$ cat src/rtl/dither_pkg.sv
package dither_pkg;

    localparam int NPAT  = 8;   // pattern registers
    localparam int NPER  = 4;   // distinct period lengths
    localparam int PAT_W = 28;  // widest pattern: 7 words of 4 bits
    localparam int PH_W  = 3;   // phase counter width (max period 7)
    localparam int SEL_W = $clog2(NPAT);

    localparam int PER_LEN [NPER] = '{3, 4, 5, 7};

    typedef logic [PAT_W-1:0] pat_t;
    typedef logic [PH_W-1:0]  ph_t;

    typedef enum logic {
        ST_IDLE = 1'b0,
        ST_RUN  = 1'b1
    } run_state_e;

    // How a grey level is produced.
    typedef struct packed {
        logic             use_pat;
        logic             konst;
        logic             inv;
        logic [SEL_W-1:0] src;
    } lvl_map_t;

    // Period slot used by each pattern register.
    function automatic int pat_per(input int k);
        case (k)
            0:       return 0;
            1, 2:    return 1;
            3, 4:    return 2;
            default: return 3;
        endcase
    endfunction

    function automatic int pat_len(input int k);
        return PER_LEN[pat_per(k)];
    endfunction

    function automatic pat_t len_mask(input int k);
        pat_t m;
        m = '0;
        for (int i = 0; i < PAT_W; i++)
            if (i < 4 * pat_len(k)) m[i] = 1'b1;
        return m;
    endfunction

    function automatic pat_t default_pattern(input int k);
        case (k)
            0:       return 28'h00007DA;
            1:       return 28'h0007DBE;
            2:       return 28'h000A5A5;
            3:       return 28'h007DFBE;
            4:       return 28'h007A5AD;
            5:       return 28'hFBFDFE7;
            6:       return 28'h7B5ADEF;
            default: return 28'hB9DC663;
        endcase
    endfunction

    function automatic lvl_map_t level_map(input logic [3:0] lvl);
        lvl_map_t m;
        m = '{use_pat: 1'b1, konst: 1'b0, inv: 1'b0, src: '0};
        case (lvl)
            4'd15: begin m.use_pat = 1'b0; m.konst = 1'b1; end
            4'd14: m.src = 3'd5;
            4'd13: m.src = 3'd3;
            4'd12: m.src = 3'd1;
            4'd11: m.src = 3'd6;
            4'd10: m.src = 3'd0;
            4'd9:  m.src = 3'd4;
            4'd8:  m.src = 3'd7;
            4'd7:  m.src = 3'd2;
            4'd6:  begin m.src = 3'd7; m.inv = 1'b1; end
            4'd5:  begin m.src = 3'd4; m.inv = 1'b1; end
            4'd4:  begin m.src = 3'd0; m.inv = 1'b1; end
            4'd3:  begin m.src = 3'd6; m.inv = 1'b1; end
            4'd2:  begin m.src = 3'd3; m.inv = 1'b1; end
            4'd1:  begin m.src = 3'd5; m.inv = 1'b1; end
            default: begin m.use_pat = 1'b0; m.konst = 1'b0; end
        endcase
        return m;
    endfunction

endpackage

$ cat src/rtl/dither_phase.sv
module dither_phase
    import dither_pkg::*;
#(
    parameter int LEN = 3
) (
    input  logic clk,
    input  logic rst_n,
    input  logic clr_i,
    input  logic adv_i,
    output ph_t  ph_o
);
    localparam ph_t LAST = PH_W'(LEN - 1);

    ph_t ph_q;

    always_ff @(posedge clk) begin
        if (!rst_n || clr_i) begin
            ph_q <= '0;
        end else if (adv_i) begin
            ph_q <= (ph_q == LAST) ? '0 : ph_q + 1'b1;
        end
    end

    assign ph_o = ph_q;
endmodule

$ cat src/rtl/dither_patregs.sv
module dither_patregs
    import dither_pkg::*;
(
    input  logic                        clk,
    input  logic                        rst_n,
    input  logic                        we_i,
    input  logic [SEL_W-1:0]            sel_i,
    input  pat_t                        data_i,
    output logic [NPAT-1:0][PAT_W-1:0]  pats_o
);
    logic [NPAT-1:0][PAT_W-1:0] pats_q;

    for (genvar k = 0; k < NPAT; k++) begin : g_reg
        localparam pat_t MASK = len_mask(k);
        localparam pat_t INIT = default_pattern(k);
        always_ff @(posedge clk) begin
            if (!rst_n) begin
                pats_q[k] <= INIT;
            end else if (we_i && (sel_i == SEL_W'(k))) begin
                pats_q[k] <= data_i & MASK;
            end
        end
    end

    assign pats_o = pats_q;
endmodule

$ cat src/rtl/dither_pick.sv
module dither_pick
    import dither_pkg::*;
(
    input  logic [3:0]                  level_i,
    input  logic [1:0]                  col_i,
    input  logic [NPAT-1:0][PAT_W-1:0]  pats_i,
    input  logic [NPER-1:0][PH_W-1:0]   phs_i,
    output logic                        on_o
);
    lvl_map_t   map;
    pat_t       pat;
    ph_t        ph;
    logic [4:0] bit_idx;
    int         len;

    always_comb begin
        map     = level_map(level_i);
        pat     = pats_i[map.src];
        len     = pat_len(int'(map.src));
        ph      = phs_i[pat_per(int'(map.src))];
        // phase 0 lives in the top used word; column 0 in bit 3 of a word
        bit_idx = 5'((len - 1 - int'(ph)) * 4 + 3 - int'(col_i));
        if (map.use_pat) on_o = pat[bit_idx] ^ map.inv;
        else             on_o = map.konst;
    end
endmodule

$ cat src/rtl/frc_dither.sv
module frc_dither
    import dither_pkg::*;
#(
    parameter int COL_W = 10
) (
    input  logic              clk,
    input  logic              rst_n,
    input  logic              enable_i,
    input  logic              frame_strobe_i,
    input  logic [3:0]        level_i,
    input  logic [COL_W-1:0]  column_i,
    input  logic              cfg_we_i,
    input  logic [2:0]        cfg_sel_i,
    input  logic [27:0]       cfg_data_i,
    output logic              pix_o
);
    run_state_e state_q, state_d;
    logic       run_w;
    logic       adv_w;
    logic       on_w;
    logic       pix_q;

    logic [NPAT-1:0][PAT_W-1:0] pats;
    logic [NPER-1:0][PH_W-1:0]  phs;

    // state register
    always_ff @(posedge clk) begin
        if (!rst_n) state_q <= ST_IDLE;
        else        state_q <= state_d;
    end

    // transitions: START (IDLE->RUN), STOP (RUN->IDLE)
    always_comb begin
        state_d = state_q;
        unique case (state_q)
            ST_IDLE: if (enable_i)  state_d = ST_RUN;
            ST_RUN:  if (!enable_i) state_d = ST_IDLE;
            default: state_d = ST_IDLE;
        endcase
    end

    assign run_w = (state_q == ST_RUN);
    assign adv_w = run_w && enable_i && frame_strobe_i;

    for (genvar g = 0; g < NPER; g++) begin : g_ph
        dither_phase #(.LEN(PER_LEN[g])) u_ph (
            .clk   (clk),
            .rst_n (rst_n),
            .clr_i (!enable_i),
            .adv_i (adv_w),
            .ph_o  (phs[g])
        );
    end

    dither_patregs u_regs (
        .clk    (clk),
        .rst_n  (rst_n),
        .we_i   (cfg_we_i),
        .sel_i  (cfg_sel_i),
        .data_i (cfg_data_i),
        .pats_o (pats)
    );

    dither_pick u_pick (
        .level_i (level_i),
        .col_i   (column_i[1:0]),
        .pats_i  (pats),
        .phs_i   (phs),
        .on_o    (on_w)
    );

    // output register
    always_ff @(posedge clk) begin
        if (!rst_n) pix_q <= 1'b0;
        else        pix_q <= on_w;
    end

    assign pix_o = pix_q;
endmodule

$ cat config.mk
export PLATFORM = sky130hd
export DESIGN_NAME = frc_dither
export DESIGN_NICKNAME = d
export VERILOG_FILES = /design/src/rtl/dither_pkg.sv /design/src/rtl/dither_phase.sv /design/src/rtl/dither_patregs.sv /design/src/rtl/dither_pick.sv /design/src/rtl/frc_dither.sv
export SDC_FILE = /design/constraint.sdc
export NUM_CORES = 1
export LEC_CHECK = 0
export BUFFER_PORTS_ARGS = -buffer_cell sky130_fd_sc_hd__buf_2
export CELL_PAD_IN_SITES_DETAIL_PLACEMENT = 0
export CELL_PAD_IN_SITES_GLOBAL_PLACEMENT = 1
export CORE_ASPECT_RATIO = 2
export CORE_MARGIN = 1
export CORE_UTILIZATION = 45
export DETAILED_ROUTE_END_ITERATION = 16
export MAX_ROUTING_LAYER = met4
export PLACE_DENSITY_LB_ADDON = 0.1
export SLEW_MARGIN = 20
export SYNTH_ARGS = -nofsm -noshare
export SYNTH_HDL_FRONTEND = slang
export SYNTH_SLANG_ARGS = --single-unit
$ cat constraint.sdc
create_clock -name clk -period 6.4 [get_ports clk]
set_input_delay 0.96 -clock clk [delete_from_list [all_inputs] [get_ports clk]]
set_output_delay 0.96 -clock clk [all_outputs]
set_load 0.1 [all_outputs]
==> results.yml, run 1 <==
synthesis:
  ys_warn_count: 0
  netlist_instances: 1201
  synth_nets: 1258
  ys_seq_area_share_pct: 41.4
  yosys.area.top_type: "dfxtp_1"
  synthAdderAreaFrac_pct: 1.08
  synth_top_family_by_area: "simple AND/OR/NAND/NOR gates"
  ys.flop_type: "dfxtp_1"
  synthArstFlopShare_pct: 0
  synth-simple-area-share_pct: 32.1
  synth_compound_area_share_pct: 18.1
  post-synth-top-area-fraction_pct: 41.4
  synthXorXnorAreaFrac_pct: 0.298
  synth_edf_count: 0
  synth.area.mux_share_pct: 1.65
  avgSynthCellArea_sq_um: 7.34
  ys_top_cells_by_area: "dfxtp_1 (41%), nand2_1 (16%), nand3_1 (7.2%), a21oi_1 (5.1%), clkbuf_1 (2.7%)"
  ys_types: 76
  synth_seq_cells: 182
  netlist_area_sq_um: 8810
cts:
  cts_root_buffer: "clkbuf_16"
  cts-buffers-inserted: 17
  cts_resized: 0
  clk_latency_ns: 0.46
  clk_pin_slew_ns: 0.07
  cts_setup_buffers: 0
  cts_buffer_depth: 2
  ctsHoldBuffers: 0
  h-tree-depth: 4
  cts_tree: "yes"
  clock_sinks: 182
layout:
  drive_gt1_share_pct: 9.97
  antennaDiodeCount: 0
  syn_to_final_growth_pct: 10.3
  fill_cells: 2014
  nNetsFinal: 1248
  utilization_pct: 50.4
drt:
  drc: 0
  antenna_left: 0
  dr_total_vias: 8689
  viasPerCell: 5.94
  wirelength_um: 32000
  drt_iter0_drc: 549
  drt_pass1_iterations: 6
  wl_per_cell_um: 21.9
floorplan:
  core_sq_um: 19300
  die_x_um: 101
  chipHeight_um: 200
  dieArea_sq_um: 20200
  io_pins: 51
  rows: 72
  initial_utilization_pct: 45.7
global_routing:
  grt_usage_pct: 33.9
  grt_pass1_vias: 8206
  grt_max_degree: 73
  antenna_found_initial: 1
  overflow: 0
  grt_pass1_wl_um: 48300
sta:
  fmax_mhz: 177
  slew_headroom_pct: 28.2
  fin_crit_sh_pct: 88.5
  grt_setup_unrepaired: "no"
  finalSetupViolCount: 0
  tns_ns: 0
  skew_ns: 0.00578
  finalHoldViolations: 0
  worst_slew_pin_slew_ns: 1.07
  period_needed_ns: 5.67
  finalMaxSlewViolations: 0
critical_path:
  r2r_start: "g_ph[0].u_ph.ph_o[0]"
  critPathMaxFanout: 9
  critPathCaptureType: "register"
  crit_type: "in -> reg"
  reg2reg_to: "pix_o"
  critPathArrivalTime_ns: 6.04
  cp-start-kind: "input port"
  cp.required_ns: 6.77
  rrSetupSlack_ns: 2.76
  reg2reg_depth: 13
run:
  maxCapViolations: 0
pwr:
  ir_drop_mv: 0.158
  p_leak_nw: 3.93
  p_per_area_nw_per_um2: 268
run_status:
  status: "finished clean"
place:
  hpwlAfterDp_um: 20700
  io_buffer_count: 42
  gp_congestion: 0.933
min_path:
  hold_path_end: "u_regs.pats_o[199]"
  min_from: "u_regs.pats_o[199]"
  min_path_type: "reg -> reg"
  holdPathStages: 2
-- final cells by class --
class | count | area [sq um] | share of cell area [%]
Clock buffer | 21 | 460 | 4.74
Clock inverter | 11 | 125 | 1.29
Inverter | 17 | 63.8 | 0.657
Multi-Input combinational cell | 907 | 4700 | 48.4
Sequential cell | 182 | 3640 | 37.5
Tap cell | 259 | 324 | 3.34
Timing Repair Buffer | 66 | 393 | 4.04
-- report_power, final --
group / leakage [nW] / switching (W) / total (W) / internal [W]
logic: 2.18 / 0.000233 / 0.000341 / 0.000108
registers: 1.48 / 0.0000228 / 0.00119 / 0.00117
clock network: 0.272 / 0.000475 / 0.00107 / 0.000595
total: 3.93 / 0.000731 / 0.00260 / 0.00187
-- cell families (layout without fill, tap and decap cells) --
family | Yosys count | count (layout)
simple gates | 641 | 641
compound gates | 243 | 243
xor+xnor | 3 | 3
mux | 13 | 13
buf+inv | 112 | 115
flops | 182 | 182
fa+ha+maj | 7 | 7
-- synthesized netlist by cell type, types with 4 or more instances --
cell,count
o221ai_1,10
o2111ai_1,4
a311oi_1,5
and2_1,4
a21oi_1,89
nor2_1,55
clkbuf_1,64
o211a_1,4
nor3_1,20
nand2_1,365
nor3b_1,4
nand3_1,127
clkbuf_2,12
mux2i_1,10
inv_1,14
dfxtp_1,182
o21ai_0,29
a31oi_1,10
o22ai_1,27
o22a_1,4
a221o_1,5
o211ai_1,10
ha_1,6
buf_2,12
nor2b_1,16
o32ai_1,7
nand2b_1,14
nand3b_1,5
a211oi_1,6
or3_1,4
-- flip-flops by register name, indices dropped and copies added, names as in the netlist --
register / cells
g_ph.u_ph.ph_o: 12
u_regs.pats_o: 168
run_w: 1
pix_o: 1
-- worst max-delay path by stage --
| stage | startpoint | end | slack [ns] | depth (start not counted) |
|---|---|---|---|---|
| global placement | level_i[1] | pix_o | 0.38 | 21 |
| CTS | level_i[1] | pix_o | 0.76 | 21 |
| finish | level_i[1] | pix_o | 0.73 | 21 |
| floorplan | level_i[0] | pix_o | 0.74 | 25 |
| detailed placement | level_i[1] | pix_o | 0.29 | 21 |
| global route | level_i[1] | pix_o | 0.37 | 21 |
-- metrics by stage --
step | power (W) | hold slack [ns] | cells | area (sq um) | setup slack (ns)
2_1_floorplan | 0.00144 | 0.420 | 1201 | 8810 | 0.737
3_3_place_gp | 0.00155 | 0.441 | 1431 | 9130 | 0.380
3_5_place_dp | 0.00155 | 0.446 | 1431 | 9130 | 0.286
4_1_cts | 0.00261 | 0.455 | 1463 | 9710 | 0.758
5_1_grt | 0.00269 | 0.475 | 1463 | 9710 | 0.373
6_report | 0.00260 | 0.456 | 1463 | 9710 | 0.734
-- metal layers --
| layer | GRT usage [%] | up-vias | wire (um) |
|---|---|---|---|
| met1 | 35.6 | 4101 | 12000 |
| met3 | 5.19 | 108 | 1680 |
| li1 | - | 4146 | - |
| met2 | 58.0 | 334 | 16400 |
| met5 | - | - | 0 |
| met4 | 22.8 | 0 | 1960 |
-- worst max-delay path, stage by stage --
cell,delay (ns)
buf_2,0.16
or3b_2,0.48
nor2_1,0.10
a21oi_1,0.07
ha_1,0.30
nand2_2,0.10
a21oi_2,0.07
a311oi_4,0.51
mux2i_1,0.24
nor2_1,0.05
a311oi_1,0.29
ha_1,0.20
inv_1,0.05
fa_1,0.65
nor2b_1,0.39
o211ai_1,0.14
or4_1,0.52
o211a_1,0.25
o311ai_0,0.13
o21ai_0,0.17
a211oi_1,0.22
-- cells in the final DEF, fill, tap and decap left out, drive strengths merged, types with 5 or more instances in the layout --
cell / Yosys / routed
dfxtp: 182 / 182
nor2: 55 / 55
nor3: 20 / 20
nand3: 127 / 127
nor2b: 16 / 16
o21ai: 30 / 30
a211oi: 7 / 7
buf: 19 / 66
o211ai: 10 / 10
nor3b: 5 / 5
nand3b: 5 / 5
o221ai: 10 / 10
clkbuf: 76 / 21
nand2: 367 / 367
a221o: 5 / 5
inv: 16 / 17
mux2i: 10 / 10
a21oi: 90 / 90
o32ai: 7 / 7
and2: 6 / 6
o22ai: 27 / 27
a31oi: 10 / 10
ha: 6 / 6
a311oi: 6 / 6
nand2b: 14 / 14
clkinvlp: 0 / 5
No activity file was read; power rests on OpenSTA's default activity.
==> run 2: changes to the inputs <==
- CORE_UTILIZATION: 45 -> 40
- SYNTH_HIERARCHICAL: not set -> 1
==> run 2 against run 1 <==
Compared with the run above: wire length rose by 17%; non-clock buffer count is 4 higher; synthesized cell count is 6.8% higher; register-to-register slack improved by 0.87 ns.
==> results.yml, run 2 <==
place:
  gp_congestion: 0.818
  io_buffer_count: 42
  hpwlAfterDp_um: 24800
synthesis:
  synth-simple-area-share_pct: 19.5
  ys.flop_type: "dfxtp_1"
  ys_seq_area_share_pct: 32.4
  netlist_area_sq_um: 11200
  synthArstFlopShare_pct: 0
  post-synth-top-area-fraction_pct: 32.4
  ys_warn_count: 6
  ys_types: 89
  ys_top_cells_by_area: "dfxtp_1 (32%), mux2i_1 (16%), nor2b_1 (8.4%), buf_4 (5.0%), nand2_1 (3.5%)"
  synthXorXnorAreaFrac_pct: 0.312
  synth_edf_count: 0
  yosys.area.top_type: "dfxtp_1"
  netlist_instances: 1283
  synth.area.mux_share_pct: 16.7
  synth_seq_cells: 182
  avgSynthCellArea_sq_um: 8.76
  synthAdderAreaFrac_pct: 0.846
  synth_compound_area_share_pct: 20.3
  synth_most_common_cell: "dfxtp_1"
  synth_top_family_by_area: "compound AO/OA/AOI/OAI gates"
  synth_top_cells_by_count: "dfxtp_1 (182), mux2i_1 (176), nor2b_1 (151)"
min_path:
  min_path_type: "reg -> reg"
critical_path:
  slowest_delay_ns: 0.71
  cp-start-kind: "input port"
  crit_buf_inv: 3
  path_delay_family: "compound AO/OA/AOI/OAI gates"
  critical-path-slowest-cell: "fa_1"
  rrSetupSlack_ns: 3.63
  cp.required_ns: 6.74
  crit_type: "in -> reg"
  critPathArrivalTime_ns: 5.45
  crit_chain: "buf_2, or3b_1, o21ai_1, and2_1, inv_2, ha_1, nand2b_1, a311oi_1, o22ai_1, mux2i_1, nand2_1, o221ai_1, ha_1, inv_1, fa_1, nor2_1, o41ai_1, o21ai_1, o221a_2, a221oi_1, nand3b_1, and2_1"
  critPathCaptureType: "register"
  critPathMaxFanout: 15
floorplan:
  initial_utilization_pct: 40.8
  dieArea_sq_um: 28800
  chipHeight_um: 239
  die_x_um: 121
  io_pins: 51
  core_sq_um: 27500
  rows: 86
sta:
  finalHoldViolations: 0
  hold_slack_ns: 0.462
  slew_headroom_pct: 21.4
  fmax_mhz: 196
  period_needed_ns: 5.11
  tns_ns: 0
  finalSetupViolCount: 0
  skew_ns: 0.00837
  grt_setup_unrepaired: "no"
  fin_crit_sh_pct: 79.8
  worst_slew_pin_slew_ns: 1.17
  finalMaxSlewViolations: 0
drt:
  drc: 0
  wl_per_cell_um: 23.2
  drt_pass1_iterations: 5
  dr_total_vias: 9314
  wirelength_um: 37600
  drt_iter0_drc: 615
  viasPerCell: 5.75
  antenna_left: 0
layout:
  regArea_sq_um: 3640
  largest_reg_flops: 168
  nNetsFinal: 1312
  layout_commonest_cell: "dfxtp_1"
  syn_to_final_growth_pct: 5.09
  multiInputGateArea_sq_um: 6690
  layout_common_cells: "dfxtp_1 (182), mux2i_1 (176), nor2b_1 (151)"
  drive_gt1_share_pct: 10.2
  fill_cells: 2933
cts:
  clock_sinks: 182
  ctsHoldBuffers: 0
  cts_root_buffer: "clkbuf_16"
  cts-buffers-inserted: 17
  cts_buffer_depth: 2
  h-tree-depth: 4
  clk_pin_slew_ns: 0.07
  cts_resized: 0
  cts_tree: "yes"
  clk_latency_ns: 0.45
  cts_setup_buffers: 0
global_routing:
  grt_pass1_vias: 9304
  grt_max_degree: 105
  grt_pass1_wl_um: 57200
  antenna_found_initial: 1
  overflow: 0
  grt_usage_pct: 27.7
pwr:
  p_per_area_nw_per_um2: 223
  ir_drop_mv: 0.195
  p_leak_nw: 4.94
run:
  maxCapViolations: 0
run_status:
  status: "finished clean"
## run 2: layer usage
metal	vias up	GRT usage [%]	routed length, um
met5	-	-	0
li1	4483	-	-
met2	220	48.5	19600
met1	4522	29.4	14600
met3	89	3.77	1190
met4	0	16.3	2140
## run 2: stage by stage
stage	instance area (sq um)	cells	utilization (%)	worst slack, ns	total power, W
floorplan	11400	1338	-	1.57	0.00156
global placement	11300	1588	41.0	0.870	0.00167
detailed placement	11300	1588	41.0	0.835	0.00167
CTS	11800	1619	42.9	1.31	0.00266
global route	11800	1620	42.9	0.974	0.00275
finish	11800	1620	42.9	1.29	0.00264
## run 2: layout make-up
type | count | share of cell area [%]
flip-flops and latches | 182 | 30.9
repair buffers | 70 | 3.61
inverters | 21 | 0.667
clock inverters | 11 | 0.667
well taps | 352 | 3.73
clock buffers | 20 | 3.78
diodes | 1 | 0.0212
multi-input cells | 963 | 56.7
## run 2: kinds of logic (layout without fill, tap and decap cells)
group           count (synthesis)  in the layout
other cells                     1             57
fa+ha+maj                       7              7
buf+inv                       193            122
xor+xnor                        4              4
compound gates                320            320
flops                         182            182
simple gates                  390            390
mux                           186            186
## run 2: final timing paths
kind / to / from / depth (start not counted)
max: pix_o / level_i[3] / 22
min: u_regs/pats_o[143] / u_regs/pats_o[143] / 2
max reg2reg: pix_o / g_ph[3].u_ph/ph_o[0] / 13
min reg2reg: u_regs/pats_o[143] / u_regs/pats_o[143] / 2
## run 2: where the power goes
group / internal, W / switching (W)
registers: 0.00116 / 0.0000190
clock network: 0.000505 / 0.000478
logic: 0.000172 / 0.000304
total: 0.00184 / 0.000801
## run 2: worst reg2reg max path: stages, from the launching register on
cell	delay, ns
dfxtp_1	0.36
mux2i_1	0.16
nand2_1	0.07
o221ai_1	0.10
ha_1	0.20
inv_1	0.05
fa_1	0.71
nor2_1	0.07
o41ai_1	0.07
o21ai_1	0.13
o221a_2	0.24
a221oi_1	0.22
nand3b_1	0.12
and2_1	0.16
==> run 3: changes to the inputs <==
- ABC_AREA: not set -> 1
- clock period: 6.4 -> 4.37 ns (I/O delays scaled with it)
==> run 3 against run 2 <==
Compared with the run above: setup slack worse by 0.26 ns; clock power up 49%; power up 54%; combinational power up 78%; synthesized area down 11%; clock skew down 0.0030 ns; synthesized cell count up 24%; global-route usage about the same; utilization up 0.73 points; register-to-register slack worse by 1.6 ns; die area down 11%; sequential cell count unchanged; critical path type unchanged.
==> results.yml, run 3 <==
critical_path:
  reg2reg_depth: 16
  critPathMaxFanout: 6
  rrSetupSlack_ns: 1.99
  cp-start-kind: "input port"
  cp.required_ns: 4.72
  critPathCaptureType: "register"
  critPathArrivalTime_ns: 3.69
  crit_type: "in -> reg"
synthesis:
  netlist_instances: 1592
  netlist_area_sq_um: 10000
  synthArstFlopShare_pct: 0
  synth_edf_count: 0
  avgSynthCellArea_sq_um: 6.29
  synth_seq_cells: 182
  yosys.area.top_type: "dfxtp_1"
  ys_top_cells_by_area: "dfxtp_1 (36%), nand2_1 (22%), nand3_1 (21%), buf_4 (5.2%), nor2_1 (5.0%)"
  ys_seq_area_share_pct: 36.4
  synth_most_common_cell: "nand2_1"
  synth_top_cells_by_count: "nand2_1 (583), nand3_1 (414), dfxtp_1 (182)"
  ys_types: 27
  ys.flop_type: "dfxtp_1"
  post-synth-top-area-fraction_pct: 36.4
  ys_warn_count: 6
floorplan:
  chipHeight_um: 226
  rows: 81
  io_pins: 51
  die_x_um: 114
  core_sq_um: 24500
  initial_utilization_pct: 40.8
  dieArea_sq_um: 25700
sta:
  tns_ns: 0
  skew_ns: 0.00534
  grt_setup_unrepaired: "no"
  period_needed_ns: 3.34
  worst_slew_pin_slew_ns: 0.993
  finalHoldViolations: 0
  fmax_mhz: 299
  finalMaxSlewViolations: 0
  fin_crit_sh_pct: 76.4
  slew_headroom_pct: 33.7
  finalSetupViolCount: 0
drt:
  drt_iter0_drc: 787
  wl_per_cell_um: 17.3
  antenna_left: 0
  dr_total_vias: 9790
  drt_pass1_iterations: 7
  wirelength_um: 33200
  drc: 0
  viasPerCell: 5.10
cts:
  cts_resized: 0
  ctsHoldBuffers: 0
  h-tree-depth: 4
  clk_latency_ns: 0.45
  cts-buffers-inserted: 17
  cts_buffer_depth: 2
  clk_pin_slew_ns: 0.06
  cts_root_buffer: "clkbuf_16"
  cts_tree: "yes"
  cts_setup_buffers: 0
  clock_sinks: 182
global_routing:
  grt_pass1_vias: 9066
  grt_usage_pct: 27.7
  overflow: 0
  grt_pass1_wl_um: 51800
  grt_max_degree: 113
  antenna_found_initial: 0
pwr:
  ir_drop_mv: 0.245
  p_per_area_nw_per_um2: 379
  p_leak_nw: 5.29
  power.total_w: 0.00405
layout:
  layout_common_cells: "nand2_1 (582), nand3_1 (414), dfxtp_1 (182)"
  syn_to_final_growth_pct: 6.76
  nNetsFinal: 1634
  antennaDiodeCount: 0
  drive_gt1_share_pct: 7.37
  layout_commonest_cell: "nand2_1"
  largest_reg_flops: 168
run:
  maxCapViolations: 0
place:
  gp_congestion: 0.822
  io_buffer_count: 42
  hpwlAfterDp_um: 20500
run_status:
  status: "finished clean"
min_path:
  min_path_type: "in -> reg"
  holdPathStages: 3
run 3: kinds of logic (layout without fill, tap and decap cells):
group | Yosys count | count (layout) | synth area share, %
AOI/OAI and AO/OA | 20 | 20 | 1.07
xor gates and xnor gates | 1 | 1 | 0.0874
adders and majority gates | 7 | 7 | 0.949
buffers and inverters | 233 | 174 | 12.4
DFF | 182 | 182 | 36.4
other | 1 | 56 | 0.0374
and+or+nand+nor | 1148 | 1148 | 49.1
run 3: power by group:
group | internal, W | switching [W]
Clock | 0.000807 | 0.000649
Combinational | 0.000255 | 0.000592
Sequential | 0.00172 | 0.0000271
Total | 0.00278 | 0.00127
run 3: metal layers:
metal / GRT usage [%] / share of wire (%) / vias to the layer above
li1: - / - / 4923
met1: 30.7 / 41 / 4559
met2: 49.3 / 52 / 248
met3: 3.62 / 4.1 / 60
met4: 11.6 / 3.6 / 0
met5: - / 0 / -
run 3: path summary, 6_finish.rpt:
kind | start | to
worst max-delay path | level_i[0] | pix_o
worst min-delay path | enable_i | run_w
worst max register to register | g_ph[0].u_ph/ph_o[0] | pix_o
worst min register to register | u_regs/pats_o[88] | u_regs/pats_o[88]
run 3: final cells by class:
type | count | area (sq um)
clock buffer | 26 | 479
clock inverter | 4 | 47.5
fill | 2762 | 13800
inverter | 79 | 297
multi-input combinational | 1232 | 5360
sequential | 182 | 3640
tap | 332 | 415
timing repair buffer | 65 | 452
run 3: stage by stage:
stage / util, % / cells / setup slack [ns] / hold slack [ns] / instance area, sq um
after global placement: 41.4 / 1890 / 0.602 / 0.438 / 10200
after global routing: 43.6 / 1920 / 0.660 / 0.426 / 10700
final: 43.6 / 1920 / 1.03 / 0.421 / 10700
after floorplan: - / 1647 / 1.11 / 0.429 / 10200
after CTS: 43.6 / 1920 / 1.05 / 0.404 / 10700
after detailed placement: 41.4 / 1890 / 0.575 / 0.443 / 10200
run 3: critical path, cell delays in order:
cell and delay, ns:
buf_2 0.13, nand2_1 0.14, inv_2 0.07, nand2_1 0.08
inv_1 0.04, a21oi_1 0.21, ha_1 0.20, nand2_1 0.06
nand2_1 0.11, inv_1 0.12, o22a_1 0.17, o21ai_0 0.16
ha_1 0.17, inv_1 0.05, fa_1 0.62, inv_1 0.08
nand3_1 0.08, nand2_1 0.05, nand2_1 0.05, nand2_1 0.06
nand2_1 0.07, nand2_1 0.05, nand3_1 0.09, nand2_1 0.06
nand2_1 0.06, inv_1 0.04
